### src/rtl/trt_pkg.sv
package trt_pkg;
    localparam int unsigned NUM_TASKS = 8;
    localparam int unsigned STAT_W    = 16;

    typedef enum logic [0:0] {
        ST_IDLE = 1'b0,
        ST_RUN  = 1'b1
    } trt_state_e;
endpackage

### src/rtl/trt_pick.sv
module trt_pick #(
    parameter int unsigned N = 8
) (
    input  logic [N-1:0] req,
    output logic [N-1:0] gnt,
    output logic         any
);
    logic [N:0] seen;

    assign seen[0] = 1'b0;

    generate
        for (genvar i = 0; i < N; i++) begin : g_slot
            assign seen[i+1] = seen[i] | req[i];
            assign gnt[i]    = req[i] & ~seen[i];
        end
    endgenerate

    assign any = seen[N];
endmodule

### src/rtl/trt_pending.sv
module trt_pending #(
    parameter int unsigned N = 8
) (
    input  logic         clk,
    input  logic         rst,
    input  logic [N-1:0] start_req,
    input  logic         clr_all,
    input  logic [N-1:0] consume,
    output logic [N-1:0] pend_all
);
    logic [N-1:0] pend_q;
    logic [N-1:0] pend_d;

    assign pend_all = pend_q | start_req;

    always_comb begin
        if (clr_all) begin
            pend_d = '0;
        end else begin
            pend_d = pend_all & ~consume;
        end
    end

    always_ff @(posedge clk) begin
        if (rst) begin
            pend_q <= '0;
        end else begin
            pend_q <= pend_d;
        end
    end

    // a soft reset leaves nothing waiting
    assert_abort_clears_pending_R5: assert property (@(posedge clk) disable iff (rst)
        clr_all |=> (pend_q == '0));
endmodule

### src/rtl/trt_fsm.sv
module trt_fsm
    import trt_pkg::*;
#(
    parameter int unsigned N = 8
) (
    input  logic         clk,
    input  logic         rst,
    input  logic [N-1:0] cand,
    input  logic         cand_any,
    input  logic         done,
    input  logic         abort,
    output logic [N-1:0] run_q,
    output logic         launch,
    output logic         done_hit
);
    trt_state_e state_q;
    trt_state_e state_d;

    always_ff @(posedge clk) begin
        if (rst) begin
            state_q <= ST_IDLE;
        end else begin
            state_q <= state_d;
        end
    end

    always_comb begin
        state_d  = state_q;
        launch   = 1'b0;
        done_hit = 1'b0;
        unique case (state_q)
            ST_IDLE: begin
                if (!abort && cand_any) begin
                    launch  = 1'b1;      // T_LAUNCH
                    state_d = ST_RUN;
                end
            end
            ST_RUN: begin
                if (abort) begin
                    state_d = ST_IDLE;   // T_ABORT
                end else if (done) begin
                    done_hit = 1'b1;     // T_COMPLETE
                    state_d  = ST_IDLE;
                end
            end
            default: state_d = ST_IDLE;
        endcase
    end

    always_ff @(posedge clk) begin
        if (rst) begin
            run_q <= '0;
        end else begin
            unique case (state_q)
                ST_IDLE: run_q <= launch ? cand : '0;
                ST_RUN:  run_q <= (abort || done) ? '0 : run_q;
                default: run_q <= '0;
            endcase
        end
    end

    // never more than one run flag
    assert_flags_onehot0_R2: assert property (@(posedge clk) disable iff (rst)
        $onehot0(run_q));

    // state and flags agree
    assert_run_has_flag_R2: assert property (@(posedge clk) disable iff (rst)
        (state_q == ST_RUN) |-> $onehot(run_q));

    // soft reset empties the flags on the next edge
    assert_abort_clears_flag_R5: assert property (@(posedge clk) disable iff (rst)
        abort |=> (run_q == '0));

    // an idle launch sets exactly one flag
    assert_launch_sets_flag_R3: assert property (@(posedge clk) disable iff (rst)
        launch |=> $onehot(run_q));
endmodule

### src/rtl/trt_irq.sv
module trt_irq #(
    parameter int unsigned N = 8
) (
    input  logic         clk,
    input  logic         rst,
    input  logic         fire,
    input  logic [N-1:0] who,
    output logic [N-1:0] irq_q
);
    always_ff @(posedge clk) begin
        if (rst) begin
            irq_q <= '0;
        end else begin
            irq_q <= fire ? who : '0;
        end
    end

    // one line at a time, one cycle long
    assert_irq_onehot0_R4: assert property (@(posedge clk) disable iff (rst)
        $onehot0(irq_q));

    assert_irq_single_cycle_R4: assert property (@(posedge clk) disable iff (rst)
        (irq_q != '0) |=> (irq_q == '0));
endmodule

### src/rtl/task_run_tracker.sv
module task_run_tracker
    import trt_pkg::*;
#(
    parameter int unsigned N      = NUM_TASKS,
    parameter int unsigned STATUS = STAT_W
) (
    input  logic              clk,
    input  logic              rst,
    input  logic [N-1:0]      start_req,
    input  logic              done_pulse,
    input  logic              abort_wr,
    output logic [STATUS-1:0] status_rd,
    output logic [N-1:0]      irq_out
);
    localparam int unsigned RSV_W = STATUS - N;

    logic [N-1:0] pend_all;
    logic [N-1:0] gnt;
    logic         gnt_any;
    logic [N-1:0] run_q;
    logic         launch;
    logic         done_hit;
    logic [N-1:0] consume;

    assign consume = gnt & {N{launch}};

    trt_pending #(.N(N)) i_pending (
        .clk       (clk),
        .rst       (rst),
        .start_req (start_req),
        .clr_all   (abort_wr),
        .consume   (consume),
        .pend_all  (pend_all)
    );

    trt_pick #(.N(N)) i_pick (
        .req (pend_all),
        .gnt (gnt),
        .any (gnt_any)
    );

    trt_fsm #(.N(N)) i_fsm (
        .clk      (clk),
        .rst      (rst),
        .cand     (gnt),
        .cand_any (gnt_any),
        .done     (done_pulse),
        .abort    (abort_wr),
        .run_q    (run_q),
        .launch   (launch),
        .done_hit (done_hit)
    );

    trt_irq #(.N(N)) i_irq (
        .clk   (clk),
        .rst   (rst),
        .fire  (done_hit),
        .who   (run_q),
        .irq_q (irq_out)
    );

    assign status_rd = {{RSV_W{1'b0}}, run_q};

    // completion clears the flag and raises an interrupt on the same edge
    assert_complete_irq_R4: assert property (@(posedge clk) disable iff (rst)
        done_hit |=> ((irq_out != '0) && (status_rd[N-1:0] == '0)));

    // completion while idle raises nothing
    assert_idle_done_ignored_R8: assert property (@(posedge clk) disable iff (rst)
        (done_pulse && (run_q == '0)) |=> (irq_out == '0));

    // soft reset silences completion
    assert_abort_no_irq_R9: assert property (@(posedge clk) disable iff (rst)
        abort_wr |=> (irq_out == '0));
endmodule

### config.mk
export PLATFORM = sky130hd
export DESIGN_NAME = task_run_tracker
export DESIGN_NICKNAME = d
export VERILOG_FILES = /design/src/rtl/trt_pkg.sv /design/src/rtl/trt_pick.sv /design/src/rtl/trt_pending.sv /design/src/rtl/trt_fsm.sv /design/src/rtl/trt_irq.sv /design/src/rtl/task_run_tracker.sv
export SDC_FILE = /design/constraint.sdc
export NUM_CORES = 1
export LEC_CHECK = 0
export BUFFER_PORTS_ARGS = -buffer_cell sky130_fd_sc_hd__buf_2
export CORE_ASPECT_RATIO = 1.4
export CORE_UTILIZATION = 46
export CTS_CLUSTER_DIAMETER = 100
export CTS_CLUSTER_SIZE = 16
export DETAILED_ROUTE_END_ITERATION = 10
export PLACE_DENSITY_LB_ADDON = 0.05
export SLEW_MARGIN = 40
export SYNTH_ARGS = -nofsm -noshare
export SYNTH_HDL_FRONTEND = slang
export SYNTH_SLANG_ARGS = --single-unit
### constraint.sdc
create_clock -name clk -period 2.3 [get_ports clk]
set_input_delay 0.46 -clock clk [delete_from_list [all_inputs] [get_ports clk]]
set_output_delay 0.46 -clock clk [all_outputs]
set_load 0.1 [all_outputs]
# Word level (Yosys, flattened, before mapping)
# Cells that the tools add are included.
# totals
regBits,25
input_bits,12
out_inout_bits,24
wordCells,48
# classes
eq_ne,1
mux,11
n_bitwise,27
reduce_logical,5
# ops
op,count
AND 8 bit,2
two-way mux 8 bit,2
case mux 8 bit (2 select lines),1
inverter 1 bit,9
inverter 8 bit,1
bitwise OR 8 bit,1
AND 1 bit,7
two-way mux 1 bit,7
bitwise OR 1 bit,7
OR reduction 2 bit,2
inequality test 2 bit (second input constant),1
case mux 1 bit (2 select lines),1
logical AND 1 bit,1
zero test 1 bit,1
logical OR 1 bit,1

# Logic depth before layout (Yosys ltp)
# Gate-level depths: netlist (run 1).
# depth
word_depth,14
mapped_depth,5
depth_no_buf,4

# Hierarchy
# Synthesis (run 1) repeated with hierarchy kept, for this count alone.
# unflattened
hier_cells,95
area_unflattened_um2,1099.8
# by_module_without_submodules
module,instances,cells_each,area_each_um2,seq_area_each_um2
trt_fsm,1,24,331.6,180.2
trt_pending,1,26,327.8,160.2
trt_irq,1,16,230.2,160.2
task_run_tracker,1,17,113.9,0.0
trt_pick,1,12,96.3,0.0

# Worst setup path after synthesis (run 1)
# OpenSTA, ideal clock, no wires.
# synth_timing
kind,in2reg
start,input port start_req[2]
end,register i_pending.pend_q[4]
setup_ps,88
arrival_ps,1772
t_required_ps,2212
setup_slack_ps,440
path_stages,3
path_buffers,0
cell_sequence,or4_1 or4_4 a311oi_2
# synth_between
elab_chain_len,13
elab_cells_between_ends,15
classes_between,2 x mux; 12 x bitwise; 1 x reduce/logical
# synth_lines
item,line,rtl
"start, declared",task_run_tracker.sv:9,"input logic [N-1:0] start_req,"
bitwise OR 8 bit *,trt_pending.sv:14,assign pend_all = pend_q | start_req;
bitwise OR 1 bit * (2 in series),trt_pick.sv:14,assign seen[i+1] = seen[i] | req[i];
bitwise OR 1 bit (4 in series),trt_pick.sv:14,
logical AND 1 bit,trt_fsm.sv:33,if (!abort && cand_any) begin
two-way mux 1 bit,trt_fsm.sv:33,
two-way mux 1 bit,trt_fsm.sv:31,unique case (state_q)
AND 8 bit *,task_run_tracker.sv:25,assign consume = gnt & {N{launch}};
inverter 8 bit *,trt_pending.sv:20,pend_d = pend_all & ~consume;
AND 8 bit *,trt_pending.sv:20,
"end signal, assigned",trt_pending.sv:28,pend_q <= pend_d;
"end, declared",trt_pending.sv:11,logic [N-1:0] pend_q;
# Mark *: on every way between the ends. The rest lies on a longest branch, timed or not.
# A chain may end at the register's enable or synchronous reset.

# Worst setup path after layout (run 1)
# layout_timing
start,register i_pending.pend_q[5]
end,register i_pending.pend_q[4]
# layout_between
elab_chain_len,10
# layout_lines
item,line
bitwise OR 8 bit,trt_pending.sv:14
bitwise OR 1 bit (3 in series),trt_pick.sv:14
logical AND 1 bit,trt_fsm.sv:33
two-way mux 1 bit,trt_fsm.sv:33
two-way mux 1 bit,trt_fsm.sv:31
AND 8 bit,task_run_tracker.sv:25
inverter 8 bit,trt_pending.sv:20
AND 8 bit,trt_pending.sv:20
# Every way passes these cells.

==> results of run 1 <==
-- metal layers --
metal  up-vias  track usage [%]  share of wire [%]
li1        390                -                  -
met1       326             21.7                 44
met5         -                0                  0
met3         5             2.41                5.1
met4         0             5.71                1.6
met2        21             23.0                 49
-- cells in the mapped netlist (all sizes together) --
cell type / number
nand3b: 1
o21ai: 4
nand2: 7
nor4: 1
conb: 1
nor3: 7
or2: 1
o22a: 1
nor2: 15
and2: 8
clkbuf: 3
a311oi: 1
a22oi: 1
dfxtp: 25
buf: 8
a21oi: 6
or4: 6
nor3b: 4
a211oi: 1
-- area by class of cell --
type | instances | area (um^2) | area share, %
clock buffer | 3 | 22.5 | 2.06
clock inverter | 1 | 5.00 | 0.459
timing repair buffer | 28 | 143 | 13.1
multi-input combinational | 72 | 394 | 36.1
tap | 21 | 26.3 | 2.41
sequential | 25 | 500 | 45.9
-- worst reg2reg max path, stage by stage, from the launching register on --
cell and delay (ns):
sky130_fd_sc_hd__dfxtp_1 0.35, sky130_fd_sc_hd__or4_1 0.56, sky130_fd_sc_hd__or4_4 0.55, sky130_fd_sc_hd__a311oi_2 0.23
-- stage by stage --
stage	utilization (%)	cells	worst slack, ns	cell area (um^2)
after CTS	56.0	150	0.532	1090
after floorplan	-	108	0.440	966
after global routing	56.0	150	0.468	1090
final	56.0	150	0.528	1090
after global placement	54.6	146	0.316	1060
after detailed placement	54.6	146	0.279	1060
-- power by group --
part	total (uW)	switching (uW)	internal (uW)
Clock	188	123	65.0
Combinational	121	98.2	22.7
Sequential	448	6.23	442
Total	758	228	530
-- logic make-up after synthesis --
family | count (synthesis) | synth area share, %
buffers and inverters | 11 | 7.59
AOI/OAI and AO/OA | 14 | 9.45
other | 1 | 0.399
DFF | 25 | 53.3
and+or+nand+nor | 50 | 29.3
-- final timing paths --
path / startpoint / to / slack (ns) / depth (start not counted)
worst max-delay path: i_pending.pend_q[5] / i_pending.pend_q[4] / 0.53 / 3
worst min-delay path: rst / i_fsm.run_q[2] / 0.39 / 2
worst max register to register: i_pending.pend_q[5] / i_pending.pend_q[4] / 0.53 / 3
worst min register to register: i_fsm.run_q[7] / i_fsm.run_q[7] / 0.47 / 2
-- flip-flops by register name, summed over array words and instances (netlist names) --
signal	cells
i_irq.irq_q	8
i_fsm.state_q	1
i_pending.pend_q	8
i_fsm.run_q	8
-- cells in the final DEF, fill, tap and decap left out, types with 2 or more instances in the layout --
| cell | Yosys | final |
|---|---|---|
| sky130_fd_sc_hd__a21oi_1 | 6 | 6 |
| sky130_fd_sc_hd__and2_1 | 8 | 8 |
| sky130_fd_sc_hd__buf_2 | 0 | 27 |
| sky130_fd_sc_hd__clkbuf_4 | 0 | 3 |
| sky130_fd_sc_hd__conb_1 | 1 | 8 |
| sky130_fd_sc_hd__dfxtp_1 | 25 | 25 |
| sky130_fd_sc_hd__nand2_1 | 7 | 7 |
| sky130_fd_sc_hd__nor2_1 | 15 | 15 |
| sky130_fd_sc_hd__nor3_1 | 6 | 6 |
| sky130_fd_sc_hd__nor3b_1 | 4 | 4 |
| sky130_fd_sc_hd__o21ai_0 | 4 | 4 |
| sky130_fd_sc_hd__or4_1 | 4 | 4 |
| sky130_fd_sc_hd__or4_4 | 2 | 2 |
==> metrics.txt, run 1 <==
# TYPE chip_impl_metric gauge
chip_impl_info{name="holdCritPathClass",value="in2reg"} 1
chip_impl_metric{name="synthCells",unit=""} 101
chip_impl_metric{name="drt_pre_antenna_iters",unit=""} 4
chip_impl_metric{name="cts_buffers",unit=""} 3
chip_impl_metric{name="worst-path-max-fanout",unit=""} 4
chip_impl_metric{name="port_buffers",unit=""} 27
chip_impl_metric{name="power-per-cell-area",unit="nW/um^2"} 694
chip_impl_metric{name="fraction_of_layout_instances_using_a_drive_strength_above_1",unit="%"} 28.7
chip_impl_metric{name="vias",unit=""} 742
chip_impl_metric{name="number_of_diodes",unit=""} 0
chip_impl_metric{name="period_needed",unit="ns"} 1.77
chip_impl_metric{name="num-nets-final",unit=""} 142
chip_impl_info{name="critical_path.endpoint_type",value="flip-flop"} 1
chip_impl_metric{name="finalSetupTns",unit="ns"} 0
chip_impl_info{name="crit_path_cell_chain",value="or4_1, or4_4, a311oi_2"} 1
chip_impl_metric{name="floorplan.initialDensity",unit="%"} 48.2
chip_impl_metric{name="first_global_vias",unit=""} 616
chip_impl_metric{name="syn-cell-area",unit="um^2"} 940
chip_impl_metric{name="synth.avg_cell_area",unit="um^2"} 9.30
chip_impl_metric{name="floorplan.die_area",unit="um^2"} 2230
chip_impl_metric{name="cts-htree-levels",unit=""} 1
chip_impl_info{name="grt_setup_unrepaired",value="no"} 1
chip_impl_metric{name="timing.fmax",unit="GHz"} 0.564
chip_impl_info{name="run_status",value="finished clean"} 1
chip_impl_metric{name="wire_length_of_the_first_global_routing_pass",unit="mm"} 2.50
chip_impl_metric{name="clock_path_buffers",unit=""} 2
chip_impl_metric{name="nFillCells",unit=""} 187
chip_impl_metric{name="postSynthRegisterBits",unit=""} 25
chip_impl_metric{name="total_power",unit="uW"} 758
chip_impl_metric{name="ir_drop",unit="uV"} 515
chip_impl_metric{name="ys.warnings.count",unit=""} 0
chip_impl_metric{name="gp_routability_congestion",unit=""} 0.695
chip_impl_metric{name="finalHoldWorstSlack",unit="ns"} 0.390
chip_impl_metric{name="critical_path_buf_inv_count",unit=""} 0
chip_impl_metric{name="post_route_clock_period_utilization",unit="%"} 77.0
chip_impl_info{name="slowest_stage",value="sky130_fd_sc_hd__or4_1"} 1
chip_impl_metric{name="finalSetupViolations",unit=""} 0
chip_impl_metric{name="cts.sink_count",unit=""} 25
chip_impl_metric{name="drtIter0Drc",unit=""} 7
chip_impl_metric{name="leakagePower",unit="uW"} 0.000480
chip_impl_metric{name="drc",unit=""} 0
chip_impl_metric{name="detail_route.wl_per_cell",unit="um"} 10.2
chip_impl_metric{name="timing.max_cap.violations",unit=""} 0
chip_impl_metric{name="die-width",unit="um"} 40.2
chip_impl_metric{name="fp-row-count",unit=""} 19
chip_impl_metric{name="gr-total-overflow",unit=""} 0
chip_impl_metric{name="cpPeakStageDelay",unit="ns"} 0.56
chip_impl_metric{name="post-cts-setup-buffer-count",unit=""} 0
chip_impl_metric{name="final_hold_viol_count",unit=""} 0
chip_impl_metric{name="route.antenna.remaining_nets",unit=""} 0
chip_impl_info{name="clockRootBuffer",value="sky130_fd_sc_hd__clkbuf_4"} 1
chip_impl_info{name="cts_tree",value="built"} 1
chip_impl_info{name="cell_class_contributing_the_biggest_share_of_worst_path_delay",value="simple AND/OR/NAND/NOR gates"} 1
chip_impl_metric{name="ctsResizeCount",unit=""} 0
chip_impl_metric{name="std_cell_core_area",unit="um^2"} 1950
chip_impl_metric{name="ys_types",unit=""} 21
chip_impl_metric{name="required_time_reported_for_the_critical_path_endpoint",unit="ns"} 2.54
chip_impl_metric{name="register_clock_pin_slew_on_the_reported_worst_setup_and_hold_paths",unit="ns"} 0.13
chip_impl_metric{name="crit_arrival",unit="ns"} 2.01
chip_impl_metric{name="number_of_antenna_violations_at_the_first_check_in_global_routing",unit=""} 0
chip_impl_metric{name="worst_skew_pair.late_latency",unit="ns"} 0.31
chip_impl_metric{name="hpwlAfterDp",unit="mm"} 1.23
chip_impl_metric{name="cts_hold_bufs",unit=""} 0
chip_impl_info{name="worstSetupStartpointType",value="flip-flop"} 1
chip_impl_metric{name="final.setup_skew",unit="ns"} 0.00338
chip_impl_info{name="crit_type",value="reg2reg"} 1
chip_impl_metric{name="io_pins",unit=""} 36
chip_impl_metric{name="timing.final.max_slew_violations",unit=""} 0
chip_impl_info{name="synthTopCellsByArea",value="sky130_fd_sc_hd__dfxtp_1, sky130_fd_sc_hd__buf_4, sky130_fd_sc_hd__nor2_1"} 1
chip_impl_metric{name="globalRouteTotalUtil",unit="%"} 15.4
chip_impl_metric{name="synth_top_area_share",unit="%"} 53.3
chip_impl_metric{name="die_y",unit="um"} 55.5
chip_impl_metric{name="grt_start_max_net_pins",unit=""} 15
chip_impl_metric{name="detail_route.wirelength",unit="mm"} 1.53
chip_impl_info{name="synth_area_leader_cell",value="sky130_fd_sc_hd__dfxtp_1"} 1
chip_impl_metric{name="area.growth.synth_to_final",unit="%"} 16.1
chip_impl_metric{name="synth-seq-area-share",unit="%"} 53.3
chip_impl_metric{name="mean_number_of_vias_per_cell",unit=""} 4.95
Note: power is estimated with default switching activity, not from simulation.
==> inputs of run 2 (changes only) <==
--- a/config.mk
+++ b/config.mk
@@ -7,7 +7,7 @@
 export LEC_CHECK = 0
 export BUFFER_PORTS_ARGS = -buffer_cell sky130_fd_sc_hd__buf_2
 export CORE_ASPECT_RATIO = 1.4
-export CORE_UTILIZATION = 46
+export CORE_UTILIZATION = 42
 export CTS_CLUSTER_DIAMETER = 100
 export CTS_CLUSTER_SIZE = 16
 export DETAILED_ROUTE_END_ITERATION = 10
==> constraint.sdc (replaced) <==
create_clock -name clk -period 1.4 [get_ports clk]
set_input_delay 0.28 -clock clk [delete_from_list [all_inputs] [get_ports clk]]
set_output_delay 0.28 -clock clk [all_outputs]
set_load 0.1 [all_outputs]
==> run 2 against run 1 <==
Against the previous run: the run now ends with setup timing left; core utilization rose by 14 points; clock-buffer cell count stayed put; critical path depth stayed put; combinational power up 140%; clock power grew 73%; first-iteration DRC count did not move; clock skew decreased by 0.00096 ns; wire length up 32%; sequential cell count did not move; sequential power is 65% higher; critical path type unchanged; largest power group unchanged.
==> metrics.txt, run 2 (synthesis results as in run 1) <==
# TYPE chip_impl_metric gauge
chip_impl_info{name="run_status",value="finished, violations left"} 1
chip_impl_info{name="violations",value="setup timing"} 1
chip_impl_metric{name="post_route_clock_period_utilization",unit="%"} 121
chip_impl_metric{name="vias",unit=""} 868
chip_impl_metric{name="std_cell_core_area",unit="um^2"} 2040
chip_impl_metric{name="detail_route.wl_per_cell",unit="um"} 11.5
chip_impl_metric{name="timing.reg2reg.setup_slack",unit="ns"} -0.29
chip_impl_info{name="largest_registers",value="i_fsm.run_q x8, i_irq.irq_q x8, i_pending.pend_q x8"} 1
chip_impl_info{name="clockRootBuffer",value="sky130_fd_sc_hd__clkbuf_4"} 1
chip_impl_metric{name="detail_route.wirelength",unit="mm"} 2.02
chip_impl_metric{name="number_of_antenna_violations_at_the_first_check_in_global_routing",unit=""} 0
chip_impl_metric{name="worst-path-max-fanout",unit=""} 3
chip_impl_metric{name="fp-row-count",unit=""} 19
chip_impl_metric{name="required_time_reported_for_the_critical_path_endpoint",unit="ns"} 1.64
chip_impl_info{name="cts_tree",value="built"} 1
chip_impl_metric{name="first_global_vias",unit=""} 800
chip_impl_info{name="r2r_start",value="i_pending.pend_q[2]"} 1
chip_impl_metric{name="clock_path_buffers",unit=""} 2
chip_impl_metric{name="fraction_of_layout_instances_using_a_drive_strength_above_1",unit="%"} 52.3
chip_impl_info{name="reg2reg_to",value="i_pending.pend_q[4]"} 1
chip_impl_metric{name="die_y",unit="um"} 58.0
chip_impl_metric{name="drc",unit=""} 0
chip_impl_metric{name="num-nets-final",unit=""} 168
chip_impl_metric{name="mean_number_of_vias_per_cell",unit=""} 4.93
chip_impl_info{name="crit_type",value="reg2reg"} 1
chip_impl_metric{name="drt_pre_antenna_iters",unit=""} 5
chip_impl_info{name="holdCritPathClass",value="in2reg"} 1
chip_impl_metric{name="wire_length_of_the_first_global_routing_pass",unit="mm"} 3.21
chip_impl_metric{name="port_buffers",unit=""} 27
chip_impl_metric{name="leakagePower",unit="uW"} 0.000636
chip_impl_metric{name="number_of_diodes",unit=""} 0
chip_impl_metric{name="area.growth.synth_to_final",unit="%"} 51.5
chip_impl_metric{name="floorplan.initialDensity",unit="%"} 46.0
chip_impl_metric{name="gp_routability_congestion",unit=""} 0.738
chip_impl_metric{name="crit_arrival",unit="ns"} 1.93
chip_impl_metric{name="ir_drop",unit="uV"} 561
chip_impl_metric{name="hpwlAfterDp",unit="mm"} 1.47
chip_impl_info{name="min-delay-start",value="done_pulse"} 1
chip_impl_info{name="worstSetupStartpointType",value="flip-flop"} 1
chip_impl_metric{name="cts.sink_count",unit=""} 25
chip_impl_metric{name="die-width",unit="um"} 42.0
chip_impl_metric{name="floorplan.die_area",unit="um^2"} 2430
chip_impl_info{name="timing.hold.worst_endpoint",value="i_fsm.run_q[0]"} 1
chip_impl_metric{name="worst_slack",unit="ns"} -0.289
chip_impl_metric{name="grt_start_max_net_pins",unit=""} 16
chip_impl_metric{name="route.antenna.remaining_nets",unit=""} 0
chip_impl_metric{name="globalRouteTotalUtil",unit="%"} 17.0
chip_impl_metric{name="power-per-cell-area",unit="nW/um^2"} 949
chip_impl_metric{name="final_hold_viol_count",unit=""} 0
chip_impl_metric{name="timing.max_cap.violations",unit=""} 0
chip_impl_metric{name="place_ws",unit="ns"} -0.366
chip_impl_metric{name="timing.reg2reg.worst_path_depth",unit=""} 3
chip_impl_info{name="mostFrequentLayoutCells",value="sky130_fd_sc_hd__buf_4, sky130_fd_sc_hd__dfxtp_1, sky130_fd_sc_hd__buf_2"} 1
chip_impl_metric{name="io_pins",unit=""} 36
chip_impl_info{name="layout_commonest_cell",value="sky130_fd_sc_hd__buf_4"} 1
chip_impl_metric{name="worst_skew_pair.late_latency",unit="ns"} 0.31
chip_impl_metric{name="timing.final.max_slew_violations",unit=""} 0
chip_impl_metric{name="register_clock_pin_slew_on_the_reported_worst_setup_and_hold_paths",unit="ns"} 0.14
chip_impl_metric{name="timing.fmax",unit="GHz"} 0.592
chip_impl_metric{name="cts_buffers",unit=""} 3
chip_impl_metric{name="period_needed",unit="ns"} 1.69
chip_impl_info{name="critical_path.endpoint_type",value="flip-flop"} 1
chip_impl_metric{name="final.setup_skew",unit="ns"} 0.00241
chip_impl_metric{name="min_path_cells",unit=""} 3
chip_impl_metric{name="finalSetupViolations",unit=""} 13
chip_impl_metric{name="cts-htree-levels",unit=""} 1
chip_impl_metric{name="gr-total-overflow",unit=""} 0
chip_impl_metric{name="drtIter0Drc",unit=""} 7
chip_impl_metric{name="utilization",unit="%"} 69.6
chip_impl_metric{name="finalSetupTns",unit="ns"} -1.72
chip_impl_info{name="grt_setup_unrepaired",value="yes"} 1
==> run 2: through the flow <==
step / hold slack, ns / std cells / instance area, um^2 / power, uW
2_1_floorplan: 0.451 / 108 / 980 / 939
5_1_grt: 0.244 / 176 / 1420 / 1400
4_1_cts: 0.234 / 176 / 1360 / 1340
6_report: 0.235 / 176 / 1420 / 1350
3_3_place_gp: 0.448 / 170 / 1260 / 999
3_5_place_dp: 0.452 / 170 / 1260 / 1000
==> run 2: worst max-delay path by stage <==
stage / from / to / slack, ns / cells past startpoint
after floorplan: start_req[7] / i_fsm.state_q / -0.20 / 4
after global placement: start_req[3] / i_fsm.run_q[7] / -0.36 / 5
after detailed placement: start_req[7] / i_pending.pend_q[4] / -0.37 / 4
after CTS: i_pending.pend_q[7] / i_pending.pend_q[4] / -0.27 / 3
after global routing: i_pending.pend_q[2] / i_pending.pend_q[4] / -0.31 / 3
final: i_pending.pend_q[2] / i_pending.pend_q[4] / -0.29 / 3
==> run 2: final cells by class <==
type                            instances  area [um^2]
Fill cell                             174          621
Sequential cell                        25          505
Multi-Input combinational cell         72          482
Timing Repair Buffer                   54          380
Tap cell                               21         26.3
Clock buffer                            3         22.5
Clock inverter                          1         7.51
==> run 2: report_power, final <==
part	total [uW]	switching [uW]	internal (uW)
combinational	289	195	94.1
clock	326	217	109
sequential	737	8.78	728
==> run 2: per-layer routing <==
metal,global-route usage (%),share of wire (%)
met4,6.91,2.4
met1,17.4,42
met3,3.12,3.3
met2,33.0,53
met5,0,0
==> run 2: critical path, stage by stage, from the launching register on <==
cell and delay [ns]:
sky130_fd_sc_hd__dfxtp_2 0.35, sky130_fd_sc_hd__or4_4 0.55, sky130_fd_sc_hd__or4_4 0.53, sky130_fd_sc_hd__a311oi_2 0.20
==> run 2: timing repair <==
action | 4_1_cts | 5_1_grt
resized for setup | 20 | 18
pin swaps | 1 | 6
gates cloned | 0 | 0
endpoints found under the setup margin | 21 | 16
hold buffers | 0 | 0
hold endpoints to repair | 0 | 0
setup buffers | 2 | 0
==> inputs of run 3 (changes only) <==
--- a/config.mk
+++ b/config.mk
@@ -6,12 +6,15 @@
 export NUM_CORES = 1
 export LEC_CHECK = 0
 export BUFFER_PORTS_ARGS = -buffer_cell sky130_fd_sc_hd__buf_2
+export CELL_PAD_IN_SITES_DETAIL_PLACEMENT = 1
+export CELL_PAD_IN_SITES_GLOBAL_PLACEMENT = 1
 export CORE_ASPECT_RATIO = 1.4
-export CORE_UTILIZATION = 42
+export CORE_UTILIZATION = 30
 export CTS_CLUSTER_DIAMETER = 100
 export CTS_CLUSTER_SIZE = 16
 export DETAILED_ROUTE_END_ITERATION = 10
 export PLACE_DENSITY_LB_ADDON = 0.05
+export SKIP_LAST_GASP = 1
 export SLEW_MARGIN = 40
 export SYNTH_ARGS = -nofsm -noshare
 export SYNTH_HDL_FRONTEND = slang
==> run 3 against run 2 <==
Against the previous run: worst hold slack gained 0.060 ns; fmax grew 1.1%; global-route usage shrank 2.4 points; clock-buffer cell count is the same; sequential share of layout area grew 0.74 points; highest routed layer is now met3; non-clock buffer count shrank 4; clock power grew 35%; total power grew 7.4%; core utilization shrank 22 points; register-to-register slack gained 0.02 ns; the flow still finishes with violations (setup timing).
==> metrics.txt, run 3 (synthesis results as in run 1) <==
# TYPE chip_impl_metric gauge
chip_impl_metric{name="drtIter0Drc",unit=""} 8
chip_impl_metric{name="p_seq_share",unit="%"} 50.8
chip_impl_metric{name="drc",unit=""} 0
chip_impl_metric{name="gr-total-overflow",unit=""} 0
chip_impl_metric{name="cellInternalPower",unit="uW"} 1010
chip_impl_metric{name="power.share.clock",unit="%"} 30.3
chip_impl_metric{name="fp-row-count",unit=""} 23
chip_impl_info{name="mostFrequentLayoutCells",value="sky130_fd_sc_hd__buf_2, sky130_fd_sc_hd__dfxtp_1, sky130_fd_sc_hd__buf_4"} 1
chip_impl_metric{name="clock_path_buffers",unit=""} 2
chip_impl_metric{name="timing.reg2reg.worst_path_depth",unit=""} 3
chip_impl_metric{name="cts_hold_bufs",unit=""} 0
chip_impl_info{name="layout_commonest_cell",value="sky130_fd_sc_hd__buf_2"} 1
chip_impl_metric{name="floorplan.die_area",unit="um^2"} 3360
chip_impl_info{name="crit_path_cell_chain",value="or4_4, or4_4, a311oi_2"} 1
chip_impl_metric{name="period_needed",unit="ns"} 1.67
chip_impl_info{name="crit_path_frequent_cell",value="sky130_fd_sc_hd__or4_4"} 1
chip_impl_info{name="slowest_stage",value="sky130_fd_sc_hd__or4_4"} 1
chip_impl_metric{name="cell_total_after_placement",unit=""} 180
chip_impl_metric{name="route.antenna.remaining_nets",unit=""} 0
chip_impl_metric{name="num-nets-final",unit=""} 164
chip_impl_metric{name="finish.cell_count_without_fillers",unit=""} 188
chip_impl_metric{name="worst_skew_pair.late_latency",unit="ns"} 0.27
chip_impl_metric{name="timing.fmax",unit="GHz"} 0.599
chip_impl_info{name="clockRootBuffer",value="sky130_fd_sc_hd__clkbuf_8"} 1
chip_impl_metric{name="number_of_diodes",unit=""} 0
chip_impl_metric{name="cpPeakStageDelay",unit="ns"} 0.55
chip_impl_metric{name="die_y",unit="um"} 68.2
chip_impl_info{name="holdCritPathClass",value="in2reg"} 1
chip_impl_info{name="worstSetupStartpointType",value="flip-flop"} 1
chip_impl_metric{name="drt_pre_antenna_iters",unit=""} 2
chip_impl_metric{name="register_clock_pin_slew_on_the_reported_worst_setup_and_hold_paths",unit="ns"} 0.09
chip_impl_metric{name="wire_length_of_the_first_global_routing_pass",unit="mm"} 3.70
chip_impl_info{name="largest_registers",value="i_fsm.run_q x8, i_irq.irq_q x8, i_pending.pend_q x8"} 1
chip_impl_metric{name="timing.final.max_slew_violations",unit=""} 0
chip_impl_metric{name="timing.max_cap.violations",unit=""} 0
chip_impl_metric{name="final_hold_viol_count",unit=""} 0
chip_impl_metric{name="die-width",unit="um"} 49.3
chip_impl_metric{name="mean_number_of_vias_per_cell",unit=""} 4.54
chip_impl_info{name="violations",value="setup timing"} 1
chip_impl_metric{name="power.switching_fraction",unit="%"} 30.2
chip_impl_metric{name="utilization",unit="%"} 47.4
chip_impl_info{name="crit_type",value="reg2reg"} 1
chip_impl_metric{name="first_global_vias",unit=""} 842
chip_impl_metric{name="post_route_clock_period_utilization",unit="%"} 119
chip_impl_metric{name="std_cell_core_area",unit="um^2"} 2940
chip_impl_metric{name="number_of_antenna_violations_at_the_first_check_in_global_routing",unit=""} 0
chip_impl_metric{name="globalRouteTotalUtil",unit="%"} 14.6
chip_impl_metric{name="place_ws",unit="ns"} -0.373
chip_impl_metric{name="nFillCells",unit=""} 373
chip_impl_metric{name="required_time_reported_for_the_critical_path_endpoint",unit="ns"} 1.59
chip_impl_metric{name="gp_routability_congestion",unit=""} 0.771
chip_impl_metric{name="netsw",unit="uW"} 437
chip_impl_metric{name="cts.sink_count",unit=""} 25
chip_impl_metric{name="cts_buffers",unit=""} 3
chip_impl_metric{name="power-per-cell-area",unit="nW/um^2"} 1040
chip_impl_metric{name="detail_route.wirelength",unit="mm"} 2.25
chip_impl_metric{name="floorplan.initialDensity",unit="%"} 32.0
chip_impl_metric{name="port_buffers",unit=""} 27
chip_impl_metric{name="finalSetupViolations",unit=""} 13
chip_impl_metric{name="crit_arrival",unit="ns"} 1.86
chip_impl_metric{name="area.growth.synth_to_final",unit="%"} 48.1
chip_impl_metric{name="io_pins",unit=""} 36
chip_impl_metric{name="final.setup_skew",unit="ns"} 0.00306
chip_impl_info{name="run_status",value="finished, violations left"} 1
chip_impl_metric{name="fraction_of_layout_instances_using_a_drive_strength_above_1",unit="%"} 49.0
chip_impl_metric{name="finalSetupTns",unit="ns"} -1.42
chip_impl_metric{name="pwr-share-comb",unit="%"} 19.0
chip_impl_metric{name="cts-htree-levels",unit=""} 1
chip_impl_metric{name="detail_route.wl_per_cell",unit="um"} 11.9
chip_impl_info{name="cts_tree",value="built"} 1
chip_impl_info{name="critical_path.endpoint_type",value="flip-flop"} 1
chip_impl_metric{name="vias",unit=""} 853
chip_impl_metric{name="min_path_cells",unit=""} 3
chip_impl_metric{name="hpwlAfterDp",unit="mm"} 1.76
chip_impl_metric{name="leakagePower",unit="uW"} 0.000619
chip_impl_info{name="grt_setup_unrepaired",value="yes"} 1
chip_impl_metric{name="worst-path-max-fanout",unit=""} 2
chip_impl_metric{name="worst_slack",unit="ns"} -0.270
chip_impl_metric{name="grt_start_max_net_pins",unit=""} 16
chip_impl_metric{name="ir_drop",unit="uV"} 514
[run 3: changes by cell type in the layout (fill, tap and decap cells not counted), moves of 3 or more]
| cell | change |
|---|---|
| sky130_fd_sc_hd__buf_2 | +8 |
| sky130_fd_sc_hd__buf_4 | -10 |
| sky130_fd_sc_hd__clkbuf_4 | -5 |
| sky130_fd_sc_hd__clkbuf_8 | +3 |
[run 3: metrics by stage]
step | hold slack (ns) | cell area (um^2) | power, uW
after floorplan | 0.451 | 980 | 939
after global placement | 0.453 | 1230 | 989
after detailed placement | 0.455 | 1230 | 996
after CTS | 0.292 | 1370 | 1470
after global routing | 0.303 | 1390 | 1510
final | 0.295 | 1390 | 1450
[run 3: power by group through the flow]
| stage | sequential, uW | combinational, uW | clock, uW |
|---|---|---|---|
| final | 736 | 275 | 439 |
| after floorplan | 775 | 164 | 0 |
| after detailed placement | 751 | 244 | 0 |
| after global placement | 751 | 239 | 0 |
| after CTS | 736 | 270 | 465 |
| after global routing | 739 | 290 | 481 |
[run 3: what timing repair did]
action | CTS | global route
resized for setup | 19 | 5
pin swaps | 8 | 3
setup endpoints to repair | 14 | 15
buffers inserted | 4 | 0
[run 3: worst paths after layout]
path                                          start                   to  slack, ns
worst max register to register  i_pending.pend_q[7]  i_pending.pend_q[4]      -0.27
worst min-delay path                     done_pulse       i_fsm.run_q[0]       0.30
worst min register to register       i_fsm.run_q[7]       i_fsm.run_q[7]       0.46
worst max-delay path            i_pending.pend_q[7]  i_pending.pend_q[4]      -0.27
[run 3: layout make-up]
cell class | count | area, um^2 | area share [%]
Timing Repair Buffer | 50 | 330 | 23.7
Sequential cell | 25 | 504 | 36.2
Tap cell | 37 | 46.3 | 3.33
Clock buffer | 3 | 41.3 | 2.97
Multi-Input combinational cell | 72 | 462 | 33.2
Clock inverter | 1 | 7.51 | 0.540
[run 3: critical path: cells and delay by family (launching register included)]
kind | cells | cell delay, ns
AOI/OAI and AO/OA | 1 | 0.20
DFF | 1 | 0.33
and+or+nand+nor | 2 | 1.05
[run 3: layer usage]
metal | GRT usage, % | vias to the layer above | wire length [um]
met4 | 5.51 | 0 | 0
li1 | - | 431 | -
met1 | 15.4 | 404 | 874
met3 | 2.67 | 0 | 92
met5 | 0 | - | 0
met2 | 28.4 | 18 | 1280
